## src/rtl/bypass_wdt_pkg.sv

```systemverilog
package bypass_wdt_pkg;
  localparam int DATA_W = 8;
  localparam int CODE_W = 3;
  // Widest timeout is 2**(2**CODE_W - 2); this many bits hold it.
  localparam int CNT_W  = (1 << CODE_W) - 1;
  localparam int FLAG_BIT = DATA_W - 1;

  localparam logic [CODE_W-1:0] CODE_RST = '1;

  typedef enum logic {
    ADDR_CFG  = 1'b0,
    ADDR_MODE = 1'b1
  } reg_addr_e;

  // Code 0 loads zero (immediate expiry), code c loads 2**(c-1).
  function automatic logic [CNT_W-1:0] code_to_count(input logic [CODE_W-1:0] c);
    logic [CNT_W-1:0] v;
    v = '0;
    if (c != '0) v = CNT_W'(1) << (c - CODE_W'(1));
    return v;
  endfunction
endpackage

```

## src/rtl/bypass_wdt_rst_sync.sv

```systemverilog
module bypass_wdt_rst_sync #(
  parameter int STAGES = 2
) (
  input  logic clk,
  input  logic rst_n,
  output logic rst_sync_n
);
  logic [STAGES-1:0] sync_q;

  always_ff @(posedge clk or negedge rst_n) begin
    if (!rst_n) sync_q <= '0;
    else        sync_q <= {sync_q[STAGES-2:0], 1'b1};
  end

  assign rst_sync_n = sync_q[STAGES-1];
endmodule

```

## src/rtl/bypass_wdt_regs.sv

```systemverilog
module bypass_wdt_regs
  import bypass_wdt_pkg::*;
(
  input  logic              clk,
  input  logic              rst_n,
  input  logic              reg_addr,
  input  logic              reg_rd,
  input  logic              reg_wr,
  input  logic [DATA_W-1:0] reg_wdata,
  input  logic              expired,
  output logic [CODE_W-1:0] code_d,
  output logic              mode_q,
  output logic              mode_d,
  output logic              cfg_acc,
  output logic [DATA_W-1:0] reg_rdata
);
  logic [CODE_W-1:0] code_q;
  logic              code_en;
  logic              mode_en;
  logic              sel_cfg;

  assign sel_cfg = (reg_addr == ADDR_CFG);

  always_comb begin
    code_en = reg_wr && sel_cfg;
    mode_en = reg_wr && !sel_cfg;
    code_d  = code_q;
    mode_d  = mode_q;
    if (code_en) code_d = reg_wdata[CODE_W-1:0];
    if (mode_en) mode_d = reg_wdata[0];
    cfg_acc = (reg_rd || reg_wr) && sel_cfg;
  end

  always_ff @(posedge clk or negedge rst_n) begin
    if (!rst_n) begin
      code_q <= CODE_RST;
      mode_q <= 1'b0;
    end else begin
      if (code_en) code_q <= code_d;
      if (mode_en) mode_q <= mode_d;
    end
  end

  always_comb begin
    reg_rdata = '0;
    if (sel_cfg) begin
      reg_rdata[CODE_W-1:0] = code_q;
      reg_rdata[FLAG_BIT]   = expired;
    end else begin
      reg_rdata[0] = mode_q;
    end
  end
endmodule

```

## src/rtl/bypass_wdt_timer.sv

```systemverilog
module bypass_wdt_timer
  import bypass_wdt_pkg::*;
(
  input  logic              clk,
  input  logic              rst_n,
  input  logic              tick,
  input  logic              mode_q,
  input  logic              mode_d,
  input  logic              cfg_acc,
  input  logic [CODE_W-1:0] code_d,
  output logic              expired_q,
  output logic              expired_d
);
  logic [CNT_W-1:0] cnt_q;
  logic [CNT_W-1:0] cnt_d;
  logic [CNT_W-1:0] load_val;
  logic             load;
  logic             run;
  logic             step;
  logic             cnt_en;

  always_comb begin
    load     = cfg_acc || (mode_d && !mode_q);
    load_val = code_to_count(code_d);
    run      = mode_q && mode_d && !expired_q;
    step     = run && tick && (cnt_q != '0);
    cnt_en   = load || step;
    cnt_d    = cnt_q;
    if (load)      cnt_d = load_val;
    else if (step) cnt_d = cnt_q - CNT_W'(1);
  end

  always_comb begin
    if (!mode_d)        expired_d = 1'b0;
    else if (expired_q) expired_d = 1'b1;
    else if (load)      expired_d = (load_val == '0);
    else                expired_d = step && (cnt_q == CNT_W'(1));
  end

  always_ff @(posedge clk or negedge rst_n) begin
    if (!rst_n) begin
      cnt_q     <= '0;
      expired_q <= 1'b0;
    end else begin
      if (cnt_en) cnt_q <= cnt_d;
      expired_q <= expired_d;
    end
  end
endmodule

```

## src/rtl/bypass_wdt_relay.sv

```systemverilog
module bypass_wdt_relay #(
  parameter int NSEG = 2
) (
  input  logic            clk,
  input  logic            rst_n,
  input  logic            expired_d,
  input  logic [NSEG-1:0] seg_en,
  output logic [NSEG-1:0] relay_close
);
  for (genvar i = 0; i < NSEG; i++) begin : g_seg
    logic close_d;
    assign close_d = expired_d && seg_en[i];
    always_ff @(posedge clk or negedge rst_n) begin
      if (!rst_n) relay_close[i] <= 1'b0;
      else        relay_close[i] <= close_d;
    end
  end
endmodule

```

## src/rtl/bypass_wdt.sv

```systemverilog
module bypass_wdt
  import bypass_wdt_pkg::*;
#(
  parameter int NSEG = 2
) (
  input  logic              clk,
  input  logic              rst_n,
  input  logic              sec_tick,
  input  logic              reg_addr,
  input  logic              reg_rd,
  input  logic              reg_wr,
  input  logic [DATA_W-1:0] reg_wdata,
  output logic [DATA_W-1:0] reg_rdata,
  input  logic [NSEG-1:0]   seg_en,
  output logic [NSEG-1:0]   relay_close
);
  logic              rst_sync_n;
  logic [CODE_W-1:0] code_d;
  logic              mode_q;
  logic              mode_d;
  logic              cfg_acc;
  logic              expired_q;
  logic              expired_d;

  bypass_wdt_rst_sync #(.STAGES(2)) u_rst (
    .clk        (clk),
    .rst_n      (rst_n),
    .rst_sync_n (rst_sync_n)
  );

  bypass_wdt_regs u_regs (
    .clk       (clk),
    .rst_n     (rst_sync_n),
    .reg_addr  (reg_addr),
    .reg_rd    (reg_rd),
    .reg_wr    (reg_wr),
    .reg_wdata (reg_wdata),
    .expired   (expired_q),
    .code_d    (code_d),
    .mode_q    (mode_q),
    .mode_d    (mode_d),
    .cfg_acc   (cfg_acc),
    .reg_rdata (reg_rdata)
  );

  bypass_wdt_timer u_timer (
    .clk       (clk),
    .rst_n     (rst_sync_n),
    .tick      (sec_tick),
    .mode_q    (mode_q),
    .mode_d    (mode_d),
    .cfg_acc   (cfg_acc),
    .code_d    (code_d),
    .expired_q (expired_q),
    .expired_d (expired_d)
  );

  bypass_wdt_relay #(.NSEG(NSEG)) u_relay (
    .clk         (clk),
    .rst_n       (rst_sync_n),
    .expired_d   (expired_d),
    .seg_en      (seg_en),
    .relay_close (relay_close)
  );
endmodule

```

## config.mk

```make
export PLATFORM = sky130hd
export DESIGN_NAME = bypass_wdt
export DESIGN_NICKNAME = d
export VERILOG_FILES = /design/src/rtl/bypass_wdt_pkg.sv /design/src/rtl/bypass_wdt_rst_sync.sv /design/src/rtl/bypass_wdt_regs.sv /design/src/rtl/bypass_wdt_timer.sv /design/src/rtl/bypass_wdt_relay.sv /design/src/rtl/bypass_wdt.sv
export SDC_FILE = /design/constraint.sdc
export NUM_CORES = 1
export LEC_CHECK = 0
export BUFFER_PORTS_ARGS = -buffer_cell sky130_fd_sc_hd__buf_4
export CORE_MARGIN = 4
export CORE_UTILIZATION = 57
export CTS_CLUSTER_SIZE = 40
export DETAILED_ROUTE_END_ITERATION = 10
export PLACE_DENSITY = 0.85
export SYNTH_ARGS = -nofsm -noshare
export SYNTH_HDL_FRONTEND = slang
export SYNTH_SLANG_ARGS = --single-unit
```

## constraint.sdc

```tcl
create_clock -name clk -period 2.1 [get_ports clk]
set_input_delay 0.315 -clock clk [delete_from_list [all_inputs] [get_ports clk]]
set_output_delay 0.315 -clock clk [all_outputs]
set_load 0.01 [all_outputs]
```

# --- Word level (Yosys, flattened, before mapping) ---
# Cells that the tools add are included.
word_totals:
  input_bits: 16
  wordCells: 44
  out_inout_bits: 10
  regBits: 16
op_classes:
  n_bitwise: 1
  eq_ne: 1
  n_reduce_logical: 21
  n_mux: 11
  shifts: 1
  add_sub_neg: 2
op_table:
  columns: ["op", "n"]
  rows:
  - ["2-to-1 mux 7 bit", 3]
  - ["logical AND 1 bit", 11]
  - ["== test 7 x 1 -> 1 bit (second input constant)", 1]
  - ["zero test 7 bit", 1]
  - ["nonzero test 7 bit", 1]
  - ["<< shifter 1 x 3 -> 7 bit (first input constant)", 1]
  - ["subtractor 7 x 1 -> 7 bit (second input constant)", 1]
  - ["2-to-1 mux 1 bit", 6]
  - ["logical OR 1 bit", 3]
  - ["2-to-1 mux 3 bit", 1]
  - ["nonzero test 3 bit", 1]
  - ["subtractor 3 x 1 -> 3 bit (second input constant)", 1]
  - ["zero test 1 bit", 2]
  - ["2-to-1 mux 2 bit", 1]
  - ["AND reduction 2 bit", 1]
  - ["nonzero test 2 bit", 1]
  - ["inverter 1 bit", 1]

# --- Depth between registers and ports, before layout ---
logic_depth:
  word_depth: 11
  ltp_mapped: 10
  mapped_depth_nobuf: 8

# --- Modules after synthesis ---
# From an unflattened synthesis, not the netlist that was laid out.
unflattened:
  hier_cells: 94
  area_unflattened_um2: 974.7
modules_own_cells:
  columns: ["module", "seq_area_each_um2", "cells_per_inst", "area_per_inst_um2", "instances"]
  rows:
  - ["bypass_wdt_timer", 200.2, 61, 539.3, 1]
  - ["bypass_wdt_regs", 103.8, 26, 319.1, 1]
  - ["bypass_wdt_relay", 50.0, 4, 62.6, 1]
  - ["bypass_wdt_rst_sync", 50.0, 3, 53.8, 1]

# --- Worst setup path after synthesis ---
# No wires, ideal clock.
synth_path:
  path_type: "input to register"
  start: "input port reg_addr"
  end: "register u_relay.relay_close[0]"
  setup_ns: 0.140
  required_ns: 1.960
  t_arrival_ns: 1.799
  path_buffers: 2
  path_slack_ns: 0.161
  path_stages: 8
  cell_sequence: "buf_2 nand2b_1 buf_2 a31o_2 ha_1 inv_1 a2111oi_2 nor4b_1"
synth_via:
  elab_chain_cells: 11
  word_cells_on_any_way: 22
  cone_classes: "1 x add/sub; 1 x shift; 6 x mux; 1 x bitwise; 13 x reduce/logical"
synth_lines:
  columns: ["item", "line", "rtl"]
  rows:
  - ["from (decl)", "bypass_wdt.sv:9", "input logic reg_addr,"]
  - ["inverter 1 bit or logical AND 1 bit (tied branches)", "bypass_wdt_regs.sv:22, bypass_wdt_regs.sv:26", null]
  - ["logical AND 1 bit or 2-to-1 mux 1 bit (tied branches)", "bypass_wdt_regs.sv:25, bypass_wdt_regs.sv:30", null]
  - ["2-to-1 mux 3 bit or logical AND 1 bit (tied branches)", "bypass_wdt_regs.sv:29, bypass_wdt_timer.sv:25", null]
  - ["subtractor 3 x 1 -> 3 bit or logical AND 1 bit (tied branches)", "bypass_wdt_pkg.sv:19, bypass_wdt_timer.sv:25", null]
  - ["<< shifter 1 x 3 -> 7 bit or logical AND 1 bit (tied branches)", "bypass_wdt_pkg.sv:19, bypass_wdt_timer.sv:26", null]
  - ["2-to-1 mux 7 bit or logical AND 1 bit (tied branches)", "bypass_wdt_pkg.sv:19, bypass_wdt_timer.sv:26", null]
  - ["zero test 7 bit or logical AND 1 bit (tied branches)", "bypass_wdt_timer.sv:36, bypass_wdt_timer.sv:37", null]
  - ["2-to-1 mux 1 bit", "bypass_wdt_timer.sv:36", "else if (load) expired_d = (load_val == '0);"]
  - ["2-to-1 mux 1 bit", "bypass_wdt_timer.sv:35", "else if (expired_q) expired_d = 1'b1;"]
  - ["2-to-1 mux 1 bit *", "bypass_wdt_timer.sv:34", "if (!mode_d) expired_d = 1'b0;"]
  - ["logical AND 1 bit *", "bypass_wdt_relay.sv:12", "assign close_d = expired_d && seg_en[i];"]
  - ["named net u_relay.g_seg[0].close_d", "bypass_wdt_relay.sv:11", "logic close_d;"]
  - ["to (signal, indexed assignment)", "bypass_wdt_relay.sv:15", "else relay_close[i] <= close_d;"]
  - ["to (decl)", "bypass_wdt_relay.sv:8", "output logic [NSEG-1:0] relay_close"]
# Mark *: on every way through the listed nets, which the timed path passes. The rest lies on a longest branch.
# A chain may end at the register's enable or synchronous reset.

# --- Final worst setup path ---
layout_path:
  start: "register u_regs.code_q[0]"
  end: "register u_relay.relay_close[0]"
layout_via:
  elab_chain_cells: 9
  word_cells_on_any_way: 10
  cone_classes: "1 x add/sub; 1 x shift; 5 x mux; 3 x reduce/logical"
layout_lines:
  columns: ["item", "line", "rtl"]
  rows:
  - ["from (decl)", "bypass_wdt_regs.sv:17", "logic [CODE_W-1:0] code_q;"]
  - ["from (signal assigned)", "bypass_wdt_regs.sv:39", "if (code_en) code_q <= code_d;"]
  - ["2-to-1 mux 3 bit *", "bypass_wdt_regs.sv:29", "if (code_en) code_d = reg_wdata[CODE_W-1:0];"]
  - ["subtractor 3 x 1 -> 3 bit", "bypass_wdt_pkg.sv:19", "if (c != '0) v = CNT_W'(1) << (c - CODE_W'(1));"]
  - ["<< shifter 1 x 3 -> 7 bit", "bypass_wdt_pkg.sv:19", null]
  - ["2-to-1 mux 7 bit *", "bypass_wdt_pkg.sv:19", null]
  - ["zero test 7 bit *", "bypass_wdt_timer.sv:36", null]
  - ["2-to-1 mux 1 bit *", "bypass_wdt_timer.sv:36", null]
  - ["2-to-1 mux 1 bit *", "bypass_wdt_timer.sv:35", null]
  - ["2-to-1 mux 1 bit *", "bypass_wdt_timer.sv:34", null]
  - ["logical AND 1 bit *", "bypass_wdt_relay.sv:12", null]
  - ["named net u_relay.g_seg[0].close_d", "bypass_wdt_relay.sv:11", null]
# Marked as above.

==> impl_metrics.csv <==
group,metric,value,unit
floorplanning,start_util,63.2,%
timing,fin_setup_tns,0,ns
grt,gr-total-overflow,0,
timing,fin_crit_sh,92.7,%
routing,wl_per_cell,15.7,um
critical_path,crit_path_start_kind,"flop",
routing,ant_nets,0,
cts,cts_sinks,16,
synthesis,async_flop_share,100,%
floorplanning,design.die.area,2780,um2
routing,drt_iter0_drc,38,
final_layout,regArea,404,um2
timing,max_freq,514,MHz
pwr,p_leak,0.000578,uW
critical_path,slowest_delay,0.56,ns
cts,tritoncts,"built",
synthesis,ys_seq_area_share,35.5,%
synthesis,synth_area,1140,um2
routing,route.vias.total,1013,
final_layout,final_nets,156,
critical_path,critPathMaxFanout,4,
cts,clk_pin_slew,0.09,ns
pwr,switching_share,42.5,%
cts,root_buffer,"clkbuf_4",
floorplanning,io_pins,26,
grt,grt_util_all_layers,21.2,%
placement,hpwl,1910,um
timing,fin_crit,1.95,ns
placement,globalplace.congestion,0.891,
synthesis,syn_inst,123,
final_layout,fin_cells,160,
synthesis,synthSimpleGateAreaFrac,29.5,%
critical_path,crit_arrival,2.11,ns
final_layout,area_growth,11.1,%
pwr,switching_power,544,uW
final_layout,layout-drive-gt1-share,26.7,%
critical_path,required,2.26,ns
floorplanning,die_h,52.7,um
critical_path,critPathLaunch,"u_regs.code_q[0]$_DFFE_PN1N_",
run,drv_cap,0,
pwr,ir_worst_vdd,0.685,mV
critical_path,r2r-start,"u_regs.code_q[0]$_DFFE_PN1N_",
cts,ctsResizeCount,0,
timing,hold_viol_final,0,
synthesis,synth-compound-area-share,14.4,%
synthesis,synth_fa_ha_area_share,4.40,%
synthesis,ys_seq_elements,16,
grt,grt_antenna_before_repair,0,
cts,clk_latency,0.29,ns
synthesis,synth_top_family_by_area,"simple AND/OR/NAND/NOR gates",
critical_path,r2r_slack,0.15,ns
pwr,powerDensity,1010,nW/um2
critical_path,end_kind,"flop",
final_layout,n_fill_cell,144,
pwr,pwr-share-clk,16.0,%
outcome,status,"finished clean",
pwr,internal-power,734,uW
timing,finalMaxSlewViolations,0,
synthesis,syn_area_per_cell,9.26,um2
floorplanning,die_x,52.7,um
cts,htree_levels,1,
timing,relSlewSlack,50.8,%
final_layout,diodes,0,
timing,rsz0062_at_grt,"no",
critical_path,cp_slowest_cell,"dfstp_2",
synthesis,synthMuxAreaShare,4.73,%
critical_path,path_common_cell,"inv_1",
timing,final-setup-viol-count,0,
synthesis,yosys_warnings,0,
synthesis,ys_types,39,
cts,cts_inserted_buffers,3,
timing,whs,0.228,ns
critical_path,critical_path_class,"flop to flop",
routing,vias_per_cell,6.33,
critical_path,reg2regPathDepth,6,
final_layout,multiInputGateArea,622,um2
cts,cts_buffer_depth,2,
timing,max_slew.worst_pin.slew,0.735,ns
grt,grt_first_pass_wirelength,4400,um
synthesis,ys.flop_type,"dfrtp_1",
critical_path,cp_cell_sequence,"inv_1 -> a31o_2 -> ha_1 -> inv_1 -> a2111oi_2 -> nor4b_1",
placement,dpl.cell_count,155,
synthesis,synth_edf_count,0,
floorplanning,design.core.area,1800,um2
routing,dr.pass1.iters,4,
pwr,pwr-share-comb,46.0,%
routing,drt_wl_total,2520,um
pwr,pwr-share-seq,37.9,%
critical_path,r2r_end,"u_relay.relay_close[0]$_DFF_PN0_",
placement,portBuffers,16,
timing,fin_worst_skew,0.00130,ns
synthesis,synthXorXnorAreaFrac,0,%
routing,remaining_drc_errors,0,
critical_path,crit_end,"u_relay.relay_close[0]$_DFF_PN0_",
grt,grt_pass1_vias,979,
floorplanning,rows,15,
grt,grt_max_degree,15,
min_path,hp-class,"flop to asynchronous set/reset pin",
[registers in the layout (all words and copies together), names as in the netlist]
name,flops
u_rst.sync_q,2
u_regs.mode_q,1
u_relay.relay_close,2
u_regs.code_q,3
u_timer.cnt_q,7
u_timer.expired_q,1
[Yosys cell counts (2+ instances only)]
master    number  area (um2)
a31o_2         3        26.3
a31oi_1        3        18.8
and4bb_2       2        25.0
buf_2          3        15.0
buf_4          4        30.0
buf_6          3        33.8
clkbuf_1       3        11.3
conb_1         2        7.51
dfrtp_1       13         325
dfstp_2        3        78.8
ha_1           4        50.1
inv_1          9        33.8
mux2_2         3        33.8
mux2i_1        2        20.0
nand2_1        5        18.8
nand3_1       11        55.1
nand4_1        6        37.5
nor2_1         6        22.5
nor2b_1        2        12.5
nor3_1         4        20.0
nor4_1         3        18.8
nor4b_1        4        35.0
o211ai_1       4        30.0
o21ai_0        2        10.0
o311ai_0       3        26.3
or3_1          3        18.8
[critical path, delay by kind of cell, from the launching register on]
kind / cells / cell delay (ns)
compound gates: 2 / 0.70
flops: 1 / 0.56
fa+ha+maj: 1 / 0.30
buf+inv: 2 / 0.13
simple gates: 1 / 0.12
[repair_timing]
action                    in CTS  in global routing
hold endpoints to repair       2                  0
buffers inserted               0                  0
hold buffers                   1                  0
[routing by layer]
metal	GRT usage, %	vias up	wire [um]
li1	-	478	-
met1	26.4	467	1020
met2	34.5	61	1220
met3	3.99	7	232
met4	11.1	0	51
met5	0	-	0
[placed cells by master, fill, tap and decap left out, types with 4 or more instances in the layout]
cell type	count
dfrtp_1	13
nor4b_1	4
inv_1	9
o211ai_1	4
nand4_1	6
nor3_1	4
nand2_1	5
ha_1	4
buf_4	17
nor2_1	6
nand3_1	11
conb_1	5
[layout make-up]
cell class	count	share of cell area [%]
Tap cell	25	2.47
Timing Repair Buffer	18	10.9
Clock buffer	4	2.87
Inverter	9	2.67
Sequential cell	16	31.9
Multi-Input combinational cell	88	49.2
[cells by family (layout without fill, tap and decap cells)]
kind of cell | count (synthesis) | count (layout)
mux | 5 | 5
other cells | 2 | 5
simple gates | 54 | 54
flops | 16 | 16
compound gates | 20 | 20
fa+ha+maj | 4 | 4
buf+inv | 22 | 31
[power by group through the flow]
stage	logic, uW	clock network, uW	registers (uW)
final	588	205	485
after global routing	656	231	496
after CTS	571	207	480
after detailed placement	564	0	486
after global placement	543	0	480
after floorplan	468	0	448
[worst min path at each step]
stage                                    startpoint                           end  slack [ns]  cells past startpoint
after floorplan                               rst_n     u_rst.sync_q[0]$_DFF_PN0_        0.02                      0
after global placement                        rst_n     u_rst.sync_q[0]$_DFF_PN0_         0.1                      1
after detailed placement                      rst_n     u_rst.sync_q[1]$_DFF_PN0_         0.1                      1
after CTS                 u_rst.sync_q[1]$_DFF_PN0_  u_timer.cnt_q[0]$_DFFE_PN0P_        0.25                      0
after global routing                   reg_wdata[2]  u_regs.code_q[2]$_DFFE_PN1N_        0.28                      2
final                     u_rst.sync_q[1]$_DFF_PN0_   u_timer.expired_q$_DFF_PN0_        0.23                      0
[per-stage QoR]
stage	instance area, um2	setup slack, ns	total power (uW)	utilization [%]
after detailed placement	1220	0.0723	1050	67.6
after CTS	1260	0.136	1260	70.2
final	1260	0.154	1280	70.2
after global placement	1220	0.158	1020	67.6
after floorplan	1150	0.161	916	-
after global routing	1260	0.0265	1380	70.2
Note: power is estimated with default switching activity, not from simulation.
